--- config.mk ---
export PLATFORM = sky130hd
export DESIGN_NAME = frame_streamer
export DESIGN_NICKNAME = d
export VERILOG_FILES = /design/src/rtl/fss_pkg.sv /design/src/rtl/fss_cmd.sv /design/src/rtl/fss_count.sv /design/src/rtl/fss_shift.sv /design/src/rtl/frame_streamer.sv
export SDC_FILE = /design/constraint.sdc
export NUM_CORES = 1
export LEC_CHECK = 0
export ABC_CLOCK_PERIOD_IN_PS = 4620
export BUFFER_PORTS_ARGS = -buffer_cell sky130_fd_sc_hd__buf_2
export CAP_MARGIN = 40
export CELL_PAD_IN_SITES_DETAIL_PLACEMENT = 1
export CELL_PAD_IN_SITES_GLOBAL_PLACEMENT = 2
export CORE_MARGIN = 4
export CORE_UTILIZATION = 30
export DETAILED_ROUTE_END_ITERATION = 7
export PLACE_DENSITY = 0.77
export SETUP_SLACK_MARGIN = 0.3
export SLEW_MARGIN = 25
export SYNTH_ARGS = -nofsm -noshare
export SYNTH_HDL_FRONTEND = slang
export SYNTH_HIERARCHICAL = 1
export SYNTH_SLANG_ARGS = --single-unit
--- constraint.sdc ---
create_clock -name clk -period 4.62 [get_ports clk]
set_clock_uncertainty 0.1 [all_clocks]
set_input_delay 0.231 -clock clk [delete_from_list [all_inputs] [get_ports clk]]
set_output_delay 0.231 -clock clk [all_outputs]
set_load 0.02 [all_outputs]
--- src/rtl/fss_pkg.sv ---
// Shared types for the framed serial streamer.
package fss_pkg;

    // Bits-per-sample selection; the numeric values are the register codes.
    typedef enum logic [1:0] {
        W_ISGN  = 2'd0,
        W_IPAIR = 2'd1,
        W_IQSGN = 2'd2,
        W_FULL  = 2'd3
    } wmode_t;

    // One converter sample: sign and magnitude for each rail.
    typedef struct packed {
        logic i_sgn;
        logic i_mag;
        logic q_sgn;
        logic q_mag;
    } sample_t;

endpackage

--- src/rtl/fss_cmd.sv ---
// Command unit: rising-edge detection of start, stop and counter-clear,
// and the streaming state. Assumes the command inputs are synchronous to clk.
// Outputs whether frame timing runs this cycle and whether the position
// must restart instead of advancing.
module fss_cmd (
    input  logic clk,
    input  logic rst_n,
    input  logic en_i,
    input  logic start_i,
    input  logic stop_i,
    input  logic crst_i,
    input  logic tsync_all_i,
    output logic active_o,
    output logic run_o,
    output logic restart_o,
    output logic zero_o
);
    logic start_q, stop_q, crst_q, active_q;
    logic start_pe, stop_pe, crst_pe;

    assign start_pe = start_i & ~start_q;
    assign stop_pe  = stop_i  & ~stop_q;
    assign crst_pe  = crst_i  & ~crst_q;

    // Track previous command levels and the streaming state (stop wins).
    always_ff @(posedge clk) begin
        if (!rst_n) begin
            start_q  <= 1'b0;
            stop_q   <= 1'b0;
            crst_q   <= 1'b0;
            active_q <= 1'b0;
        end else begin
            start_q <= start_i;
            stop_q  <= stop_i;
            crst_q  <= crst_i;
            if (!en_i || stop_pe)
                active_q <= 1'b0;
            else if (start_pe)
                active_q <= 1'b1;
        end
    end

    assign active_o  = active_q;
    assign run_o     = en_i & (active_q | tsync_all_i);
    assign restart_o = start_pe | stop_pe | crst_pe | ~en_i;
    assign zero_o    = crst_pe;
endmodule

--- src/rtl/fss_count.sv ---
// Frame position and frame number counters. The position walks from 0 to
// the last bit of the frame (stamp plus data) and wraps, bumping the
// frame number. Assumes the length code is stable within a frame.
module fss_count #(
    parameter int BASE_LEN = 128,
    parameter int CODE_W   = 3,
    parameter int STAMP_W  = 16,
    parameter int POS_W    = 15
) (
    input  logic               clk,
    input  logic               rst_n,
    input  logic               run_i,
    input  logic               restart_i,
    input  logic               zero_i,
    input  logic               stamp_en_i,
    input  logic [CODE_W-1:0]  flen_code_i,
    output logic [POS_W-1:0]   pos_o,
    output logic [STAMP_W-1:0] fnum_o
);
    logic [POS_W-1:0]   pos_q;
    logic [STAMP_W-1:0] fnum_q;
    logic [POS_W-1:0]   data_len;
    logic [POS_W-1:0]   frame_last;

    // Last position of the current frame.
    always_comb begin
        data_len   = POS_W'(BASE_LEN) << flen_code_i;
        frame_last = data_len + (stamp_en_i ? POS_W'(STAMP_W) : '0) - POS_W'(1);
    end

    // Advance position, wrap at frame end and count frames.
    always_ff @(posedge clk) begin
        if (!rst_n) begin
            pos_q  <= '0;
            fnum_q <= '0;
        end else if (zero_i) begin
            pos_q  <= '0;
            fnum_q <= '0;
        end else if (restart_i) begin
            pos_q  <= '0;
        end else if (run_i) begin
            if (pos_q >= frame_last) begin
                pos_q  <= '0;
                fnum_q <= fnum_q + STAMP_W'(1);
            end else begin
                pos_q  <= pos_q + POS_W'(1);
            end
        end
    end

    assign pos_o  = pos_q;
    assign fnum_o = fnum_q;
endmodule

--- src/rtl/fss_shift.sv ---
// Serializer: picks the bit for the current frame position (stamp bit or
// sample bit), captures the sample on its first bit and registers the
// serial data and the three pulse outputs.
module fss_shift
    import fss_pkg::*;
#(
    parameter int STAMP_W = 16,
    parameter int WORD_W  = 16,
    parameter int POS_W   = 15
) (
    input  logic               clk,
    input  logic               rst_n,
    input  logic               emit_i,
    input  logic               active_i,
    input  logic [POS_W-1:0]   pos_i,
    input  logic [STAMP_W-1:0] fnum_i,
    input  logic               stamp_en_i,
    input  wmode_t             width_i,
    input  logic               dsync_en_i,
    input  sample_t            smp_i,
    output logic               bclk_en_o,
    output logic               sdata_o,
    output logic               fsync_o,
    output logic               dsync_o,
    output logic               tsync_o
);
    localparam int SIX_W = $clog2(STAMP_W);
    localparam logic [POS_W-1:0] STAMP_P = POS_W'(STAMP_W);

    sample_t          held_q, cur;
    logic             in_stamp, frame_head, word_head, bit_val, stamp_bit, smp_bit;
    logic [POS_W-1:0] dpos;
    logic [1:0]       slot;
    logic [SIX_W-1:0] sidx;

    // Decode the position into stamp/data, sample slot and word start.
    always_comb begin
        in_stamp   = stamp_en_i && (pos_i < STAMP_P);
        dpos       = pos_i - (stamp_en_i ? STAMP_P : '0);
        frame_head = (pos_i == '0);
        word_head  = ((dpos & POS_W'(WORD_W - 1)) == '0);
        unique case (width_i)
            W_ISGN:           slot = 2'd0;
            W_IPAIR, W_IQSGN: slot = {1'b0, dpos[0]};
            default:          slot = dpos[1:0];
        endcase
        sidx      = SIX_W'(STAMP_W - 1) - pos_i[SIX_W-1:0];
        stamp_bit = fnum_i[sidx];
    end

    // Select the sample bit; slot 0 uses the live sample.
    always_comb begin
        cur = (slot == 2'd0) ? smp_i : held_q;
        unique case (width_i)
            W_ISGN:  smp_bit = cur.i_sgn;
            W_IPAIR: smp_bit = slot[0] ? cur.i_mag : cur.i_sgn;
            W_IQSGN: smp_bit = slot[0] ? cur.q_sgn : cur.i_sgn;
            default: begin
                unique case (slot)
                    2'd0:    smp_bit = cur.i_sgn;
                    2'd1:    smp_bit = cur.i_mag;
                    2'd2:    smp_bit = cur.q_sgn;
                    default: smp_bit = cur.q_mag;
                endcase
            end
        endcase
        bit_val = in_stamp ? stamp_bit : smp_bit;
    end

    // Hold the sample captured on its first bit.
    always_ff @(posedge clk) begin
        if (!rst_n)
            held_q <= '0;
        else if (emit_i && !in_stamp && slot == 2'd0)
            held_q <= smp_i;
    end

    // Register the stream outputs.
    always_ff @(posedge clk) begin
        if (!rst_n || !emit_i) begin
            bclk_en_o <= 1'b0;
            sdata_o   <= 1'b0;
            fsync_o   <= 1'b0;
            dsync_o   <= 1'b0;
            tsync_o   <= 1'b0;
        end else begin
            bclk_en_o <= active_i;
            sdata_o   <= active_i & bit_val;
            fsync_o   <= active_i & frame_head;
            dsync_o   <= active_i & dsync_en_i & ~in_stamp & word_head;
            tsync_o   <= frame_head;
        end
    end
endmodule

--- src/rtl/frame_streamer.sv ---
// Top of the framed serial streamer. Assumes all inputs are synchronous to
// clk and that configuration fields change only while stopped.
module frame_streamer
    import fss_pkg::*;
#(
    parameter int BASE_LEN = 128,
    parameter int CODE_W   = 3,
    parameter int STAMP_W  = 16,
    parameter int WORD_W   = 16
) (
    input  logic              clk,
    input  logic              rst_n,
    input  logic              en_i,
    input  logic              start_i,
    input  logic              stop_i,
    input  logic              crst_i,
    input  logic [CODE_W-1:0] flen_code_i,
    input  logic [1:0]        width_i,
    input  logic              stamp_en_i,
    input  logic              tsync_all_i,
    input  logic              dsync_en_i,
    input  logic              i_sign_i,
    input  logic              i_mag_i,
    input  logic              q_sign_i,
    input  logic              q_mag_i,
    output logic              bclk_en_o,
    output logic              sdata_o,
    output logic              fsync_o,
    output logic              dsync_o,
    output logic              tsync_o
);
    localparam int FLEN_MAX = BASE_LEN << ((1 << CODE_W) - 1);
    localparam int POS_W    = $clog2(STAMP_W + FLEN_MAX + 1);

    logic               active, run, restart, zero, emit;
    logic [POS_W-1:0]   pos;
    logic [STAMP_W-1:0] fnum;
    sample_t            smp;

    assign smp  = '{i_sgn: i_sign_i, i_mag: i_mag_i, q_sgn: q_sign_i, q_mag: q_mag_i};
    assign emit = run & ~restart;

    fss_cmd u_cmd (
        .clk(clk), .rst_n(rst_n), .en_i(en_i), .start_i(start_i),
        .stop_i(stop_i), .crst_i(crst_i), .tsync_all_i(tsync_all_i),
        .active_o(active), .run_o(run), .restart_o(restart), .zero_o(zero)
    );

    fss_count #(.BASE_LEN(BASE_LEN), .CODE_W(CODE_W), .STAMP_W(STAMP_W), .POS_W(POS_W)) u_cnt (
        .clk(clk), .rst_n(rst_n), .run_i(run), .restart_i(restart),
        .zero_i(zero), .stamp_en_i(stamp_en_i), .flen_code_i(flen_code_i),
        .pos_o(pos), .fnum_o(fnum)
    );

    fss_shift #(.STAMP_W(STAMP_W), .WORD_W(WORD_W), .POS_W(POS_W)) u_shf (
        .clk(clk), .rst_n(rst_n), .emit_i(emit), .active_i(active),
        .pos_i(pos), .fnum_i(fnum), .stamp_en_i(stamp_en_i),
        .width_i(wmode_t'(width_i)), .dsync_en_i(dsync_en_i), .smp_i(smp),
        .bclk_en_o(bclk_en_o), .sdata_o(sdata_o), .fsync_o(fsync_o),
        .dsync_o(dsync_o), .tsync_o(tsync_o)
    );
endmodule

==> results of run 1 <==
==> sequential cells by signal, indices dropped and copies added (netlist names) <==
signal / flops
u_shf/held_q: 4
u_cnt/pos_o: 15
u_shf/bclk_en_o: 1
u_cmd/start_q: 1
u_shf/dsync_o: 1
u_cnt/fnum_o: 16
u_cmd/crst_q: 1
u_cmd/active_o: 1
u_shf/sdata_o: 1
u_shf/fsync_o: 1
u_cmd/stop_q: 1
u_shf/tsync_o: 1
==> path summary, 6_finish.rpt <==
path / cells after the start / start / end / slack [ns]
setup / recovery: 16 / flen_code_i[2] / u_cnt/fnum_o[6] / 1.18
setup reg to reg: 6 / u_cnt/pos_o[0] / u_cnt/pos_o[12] / 1.99
hold / removal: 2 / start_i / u_cmd/start_q / 0.06
hold reg to reg: 2 / u_cnt/fnum_o[15] / u_cnt/fnum_o[15] / 0.38
==> through the flow <==
stage / power [mW] / hold slack [ns] / instances / setup slack [ns] / cell area [sq um]
CTS: 0.8888 / 0.05017 / 500 / 1.219 / 3366
floorplan: 0.4509 / 0.2527 / 349 / 1.292 / 2977
global route: 0.9090 / 0.05723 / 500 / 0.8626 / 3366
detailed placement: 0.4767 / 0.3633 / 492 / 0.8850 / 3207
global placement: 0.4742 / 0.3502 / 491 / 0.9514 / 3196
finish: 0.8741 / 0.06141 / 500 / 1.178 / 3366
==> kinds of logic (layout without fill, tap and decap cells) <==
family	after synthesis	count (layout)	share of synthesized area, %
AND/OR/NAND/NOR	169	169	31.06
flip-flops	44	44	29.59
AO/OA/AOI/OAI	51	51	11.85
multiplexers	28	28	11.14
XOR/XNOR	15	15	4.414
buffers and inverters	22	40	3.531
adder cells (fa/ha/maj)	20	20	8.407
==> power by group <==
group          internal, mW  leakage [nW]  switching [mW]
clock network         0.270        0.0784           0.137
logic                0.0351         0.727          0.0484
registers             0.381         0.355         0.00191
==> metal layers <==
metal | GRT usage, % | share of wire (%) | vias up | wire length (um)
li1 | - | - | 1280 | -
met1 | 17.24 | 49 | 1265 | 3546
met2 | 21.36 | 48 | 29 | 3453
met3 | 2.280 | 2.3 | 2 | 168
met4 | 2.976 | 0.53 | 0 | 38
met5 | 0 | 0 | - | 0
==> layout by cell type, fill, tap and decap left out, types with 5 or more instances in the layout <==
| cell | Yosys | layout |
|---|---|---|
| inv_1 | 7 | 7 |
| nor2_1 | 15 | 15 |
| ha_1 | 20 | 20 |
| nor3_1 | 17 | 17 |
| a21oi_1 | 26 | 25 |
| and2_1 | 8 | 8 |
| nand3_1 | 17 | 17 |
| nor2b_1 | 7 | 6 |
| nand2_1 | 43 | 43 |
| buf_2 | 6 | 22 |
| o21ai_0 | 5 | 5 |
| and4_1 | 5 | 5 |
| clkbuf_8 | 0 | 5 |
| xor2_1 | 8 | 8 |
| nand4_1 | 8 | 8 |
| dfxtp_1 | 44 | 44 |
| mux2i_1 | 23 | 23 |
| nand2b_1 | 21 | 21 |
| xnor2_1 | 7 | 7 |
==> area by class of cell <==
cell class                      count  area (sq um)  area share, %
Inverter                            7         26.28         0.7807
Multi-Input combinational cell    283          1997          59.33
Tap cell                          133         166.4          4.944
Clock buffer                        5         68.82          2.045
Sequential cell                    44         880.8          26.17
Timing Repair Buffer               25         136.4          4.052
Clock inverter                      3         90.09          2.677
==> summary.md, run 1 <==
| Metric | Value |
|---|---|
| Status | complete, no violations |
| Sequential area share after synthesis | 29.59% |
| Cells after Synth | 349 |
| Crit. End Element | register |
| RSZ-0062 raised after global routing | no |
| Max clock buf depth | 2 |
| Worst rel slew slack | 50.76% |
| Area leader, netlist | dfxtp_1 |
| Class of the worst hold path | in2reg |
| Commonest cells in the netlist | dfxtp_1, nand2_1, a21oi_1 |
| # H-tree levels | 2 |
| Crit path cell chain | buf_2 > nor2_1 > and2_1 > ha_1 > a21oi_1 > o221ai_1 > a21oi_1 > mux2_2 > a22oi_1 > ha_1 > nand2_1 > o21ai_0 > a21oi_2 > buf_4 > a21oi_1 > mux2i_1 |
| Worst Path Buf+Inv | 2 |
| Total gr overflow | 0 |
| Worst Path Required | 4.74 ns |
| Crit path time final | 3.442 ns |
| DRC Markers | 0 |
| DRT iter0 DRCs | 78 |
| Post CTS Setup Buffer Count | 0 |
| Final hold vios | 0 |
| Power density cells | 259.7 nW/um^2 |
| DRT antenna net count | 0 |
| Drt pass-1 iters | 4 |
| Core Area | 9729 sq um |
| Via count | 2576 |
| TritonCTS clock tree | yes |
| Max stage delay on crit path | 0.46 ns |
| Leakage power | 1.160 nW |
| Syn Nets | 387 |
| CP max-delay cell | a21oi_2 |
| Fin nets | 404 |
| Area delta synth->final | 13.07% |
| Setup TNS | 0 ns |
| Die area | 11580 sq um |
| Hpwl dp | 5473 um |
| Worst Tran Pin Value | 0.7375 ns |
| CTS Sinks | 44 |
| Number of global-route vias before repair | 2579 |
| Crit path kind | in2reg |
| Final Max Slew Viols | 0 |
| Maxcap violations | 0 |
| First-pass GRT wire length | 12300 um |
| Achievable Freq | 290.5 MHz |
| Util after Layout | 34.59% |
| Fillers | 1196 |
| GPL Wtd Cong | 0.8023 |
| Avg Synthesized Cell Area | 8.529 sq um |
| Mapped cell area | 2977 sq um |
| Fin crit share | 74.50% |
| Initial Util | 30.59% |
| Area contributors post-synth | dfxtp_1, ha_1, mux2i_1 |
| I/O Buffers | 22 |
| Worst skew pair latency | 0.30 ns |
| Pin count of the biggest net entering global routing | 34 |
| Worst IR Drop VDD | 0.1164 mV |
| Number of gates resized after CTS | 0 |
| Root Buffer Master | clkbuf_8 |
| Die H | 107.6 um |
| Row count | 36 |
| Most numerous cell in the Yosys netlist | dfxtp_1 |
| Crit path top cell by count | a21oi_1 |
| Crit path max-delay family | compound AO/OA/AOI/OAI gates |
| Final Setup Violations | 0 |
| Drt via density | 5.152 |
| Register bit total from synthesis | 44 |
| Yosys warns | 6 |
| Layout cell share with drive strength beyond 1 | 14.99% |
| CP Data Arrival Time | 3.56 ns |
| Avg WL per Cell | 14.41 um |
| EDFF count, synth | 0 |
| Total inserted antenna cells | 0 |
| CTS Hold Bufs | 0 |
| Crit-path max FO | 12 |
| CTS buffer count | 5 |
| Gr usage total | 12.83% |
| Async SR Flop Fraction | 0% |
| WL final | 7206 um |
| Die width | 107.6 um |
| Initial antenna violation count | 0 |
| Top FF cell, synth | dfxtp_1 |
| Reg clk slew, reported paths | 0.09 ns |
| Io pins | 23 |
| Area share of the largest cell type after synthesis | 29.59% |
| Library cells used by synthesis | 49 |
| Crit start category | input pin |
Note: power is estimated with default switching activity, not from simulation.
==> inputs of run 2 (changes only) <==
--- a/config.mk
+++ b/config.mk
@@ -5,7 +5,7 @@
 export SDC_FILE = /design/constraint.sdc
 export NUM_CORES = 1
 export LEC_CHECK = 0
-export ABC_CLOCK_PERIOD_IN_PS = 4620
+export ABC_CLOCK_PERIOD_IN_PS = 3370
 export BUFFER_PORTS_ARGS = -buffer_cell sky130_fd_sc_hd__buf_2
 export CAP_MARGIN = 40
 export CELL_PAD_IN_SITES_DETAIL_PLACEMENT = 1
==> constraint.sdc (replaced) <==
create_clock -name clk -period 3.37 [get_ports clk]
set_clock_uncertainty 0.1 [all_clocks]
set_input_delay 0.1685 -clock clk [delete_from_list [all_inputs] [get_ports clk]]
set_output_delay 0.1685 -clock clk [all_outputs]
set_load 0.02 [all_outputs]
==> run 2 against run 1 <==
Sequential share of layout area is 0.77 points lower. Utilization increased by 1.0 points. Power is 16% higher. Largest power group is now registers.
==> summary.md, run 2 (synthesis results as in run 1) <==
| Metric | Value |
|---|---|
| Post-route cell area | 3467 sq um |
| GPL Wtd Cong | 0.7943 |
| Initial antenna violation count | 0 |
| Fillers | 1169 |
| CTS Sinks | 44 |
| DRC Markers | 0 |
| Gate power share | 12.8% |
| Initial Util | 30.59% |
| Crit path cell chain | buf_4 > nor2_4 > and2_1 > ha_4 > a21oi_1 > o221ai_1 > a21oi_2 > mux2_2 > a22oi_1 > ha_1 > nand2_2 > o21ai_0 > a21oi_2 > buf_4 > a21oi_1 > mux2i_1 |
| Crit path kind | in2reg |
| Max clock buf depth | 2 |
| Pin count of the biggest net entering global routing | 34 |
| RSZ-0062 raised after global routing | no |
| Fin nets | 415 |
| Setup TNS | 0 ns |
| Final setup margin | 0.4749 ns |
| Sw Share | 26.52% |
| Final Total Pwr | 1.013 mW |
| Drt pass-1 iters | 4 |
| Placed Cells | 498 |
| Die area | 11580 sq um |
| DRT iter0 DRCs | 59 |
| Worst Path Buf+Inv | 2 |
| Class of the worst hold path | in2reg |
| Drt via density | 5.127 |
| CP Data Arrival Time | 2.98 ns |
| Util after Layout | 35.64% |
| Core Area | 9729 sq um |
| Root Buffer Master | clkbuf_8 |
| Maxcap violations | 0 |
| I/O Buffers | 22 |
| Die H | 107.6 um |
| Most common cell after layout, fill and taps aside | dfxtp_1 |
| Total inserted antenna cells | 0 |
| Row count | 36 |
| Number of global-route vias before repair | 2701 |
| Crit-path max FO | 12 |
| Int Pwr | 0.7447 mW |
| Worst IR Drop VDD | 0.1406 mV |
| Fin crit share | 85.91% |
| Gr usage total | 13.49% |
| FF-to-FF setup slack | 0.98 ns |
| Total gr overflow | 0 |
| CP max-delay cell | mux2_2 |
| Post CTS Setup Buffer Count | 0 |
| Pre-CTS setup slack | -0.002067 ns |
| WL final | 7542 um |
| NetSw | 0.2688 mW |
| Worst Path Required | 3.46 ns |
| Fin cells | 511 |
| Layout cell share with drive strength beyond 1 | 18.78% |
| Largest register FFs | 16 |
| DRT antenna net count | 0 |
| Crit path max-delay family | compound AO/OA/AOI/OAI gates |
| Worst Tran Pin Value | 0.7418 ns |
| First-pass GRT wire length | 12770 um |
| Avg WL per Cell | 14.76 um |
| FF/Latch Area | 880.8 sq um |
| Final hold vios | 0 |
| Die width | 107.6 um |
| Final Setup Violations | 0 |
| Area delta synth->final | 16.48% |
| Achievable Freq | 345.4 MHz |
| Max stage delay on crit path | 0.34 ns |
| Area after DPL | 3268 sq um |
| Crit path time final | 2.895 ns |
| # H-tree levels | 2 |
| Io pins | 23 |
| Commonest cells after routing, fill and taps aside | dfxtp_1, nand2_1, a21oi_1 |
| Power density cells | 292.3 nW/um^2 |
| Part of the power in the clock network | 35.4% |
| Worst skew pair latency | 0.31 ns |
| Reg power frac | 51.8% |
| Via count | 2620 |
| Status | complete, no violations |
| CTS buffer count | 5 |
| Final Max Slew Viols | 0 |
| Crit. End Element | register |
| TritonCTS clock tree | yes |
| Worst rel slew slack | 50.55% |
| Hold WS | 0.02316 ns |
| Multi-input gate area | 2053 sq um |
| Reg clk slew, reported paths | 0.09 ns |
| Leakage power | 1.194 nW |
| Hpwl dp | 5539 um |
| Crit start category | input pin |
[run 2: cell count changes in the layout (fill, tap and decap cells not counted), moves of 2 or more]
| cell | previous run | this run |
|---|---|---|
| buf_4 | 2 | 8 |
| dlygate4sd3_1 | 0 | 4 |
| clkinv_2 | 0 | 2 |
| bufinv_16 | 3 | 0 |
| nor2_4 | 0 | 2 |
| nor3_1 | 17 | 12 |
| nor3_2 | 1 | 6 |
[run 2: cell type report]
type	count	area share, %
well taps	133	4.800
clock buffers	6	2.382
clock inverters	2	0.2887
repair buffers	36	7.145
inverters	7	0.7578
flip-flops and latches	44	25.41
multi-input cells	283	59.22
[run 2: power groups by stage]
stage	Clock (mW)	Combinational (mW)	Sequential, mW
floorplan	0	0.0843	0.537
global placement	0	0.118	0.537
detailed placement	0	0.122	0.537
CTS	0.377	0.126	0.525
global route	0.398	0.148	0.526
finish	0.358	0.130	0.525
[run 2: worst register-to-register path: stages (launching register included)]
cell      delay, ns
dfxtp_1        0.78
ha_1           0.33
a21oi_1        0.07
nor3_2         0.27
o311ai_4       0.15
buf_12         0.19
a211oi_2       0.23
mux2i_1        0.20
[run 2: path summary, 6_finish.rpt]
path                    start               end  cells past startpoint
max            flen_code_i[2]  u_cnt/fnum_o[14]                     16
max reg2reg    u_cnt/pos_o[0]   u_cnt/fnum_o[2]                      7
min                   i_mag_i   u_shf/held_q[2]                      3
min reg2reg  u_cnt/fnum_o[15]  u_cnt/fnum_o[15]                      2
[run 2: routing by layer]
| metal | wire length, um | vias to the layer above | GRT usage [%] |
|---|---|---|---|
| met2 | 3698 | 15 | 23.00 |
| met5 | 0 | - | 0 |
| li1 | - | 1295 | - |
| met3 | 147 | 7 | 2.699 |
| met1 | 3616 | 1303 | 17.19 |
| met4 | 80 | 0 | 3.877 |
[run 2: repair_timing]
| item | CTS | global route |
|---|---|---|
| setup endpoints to repair | 0 | 31 |
| gates resized for setup | 0 | 15 |
| hold endpoints to repair | 4 | 0 |
| hold buffers | 4 | 0 |
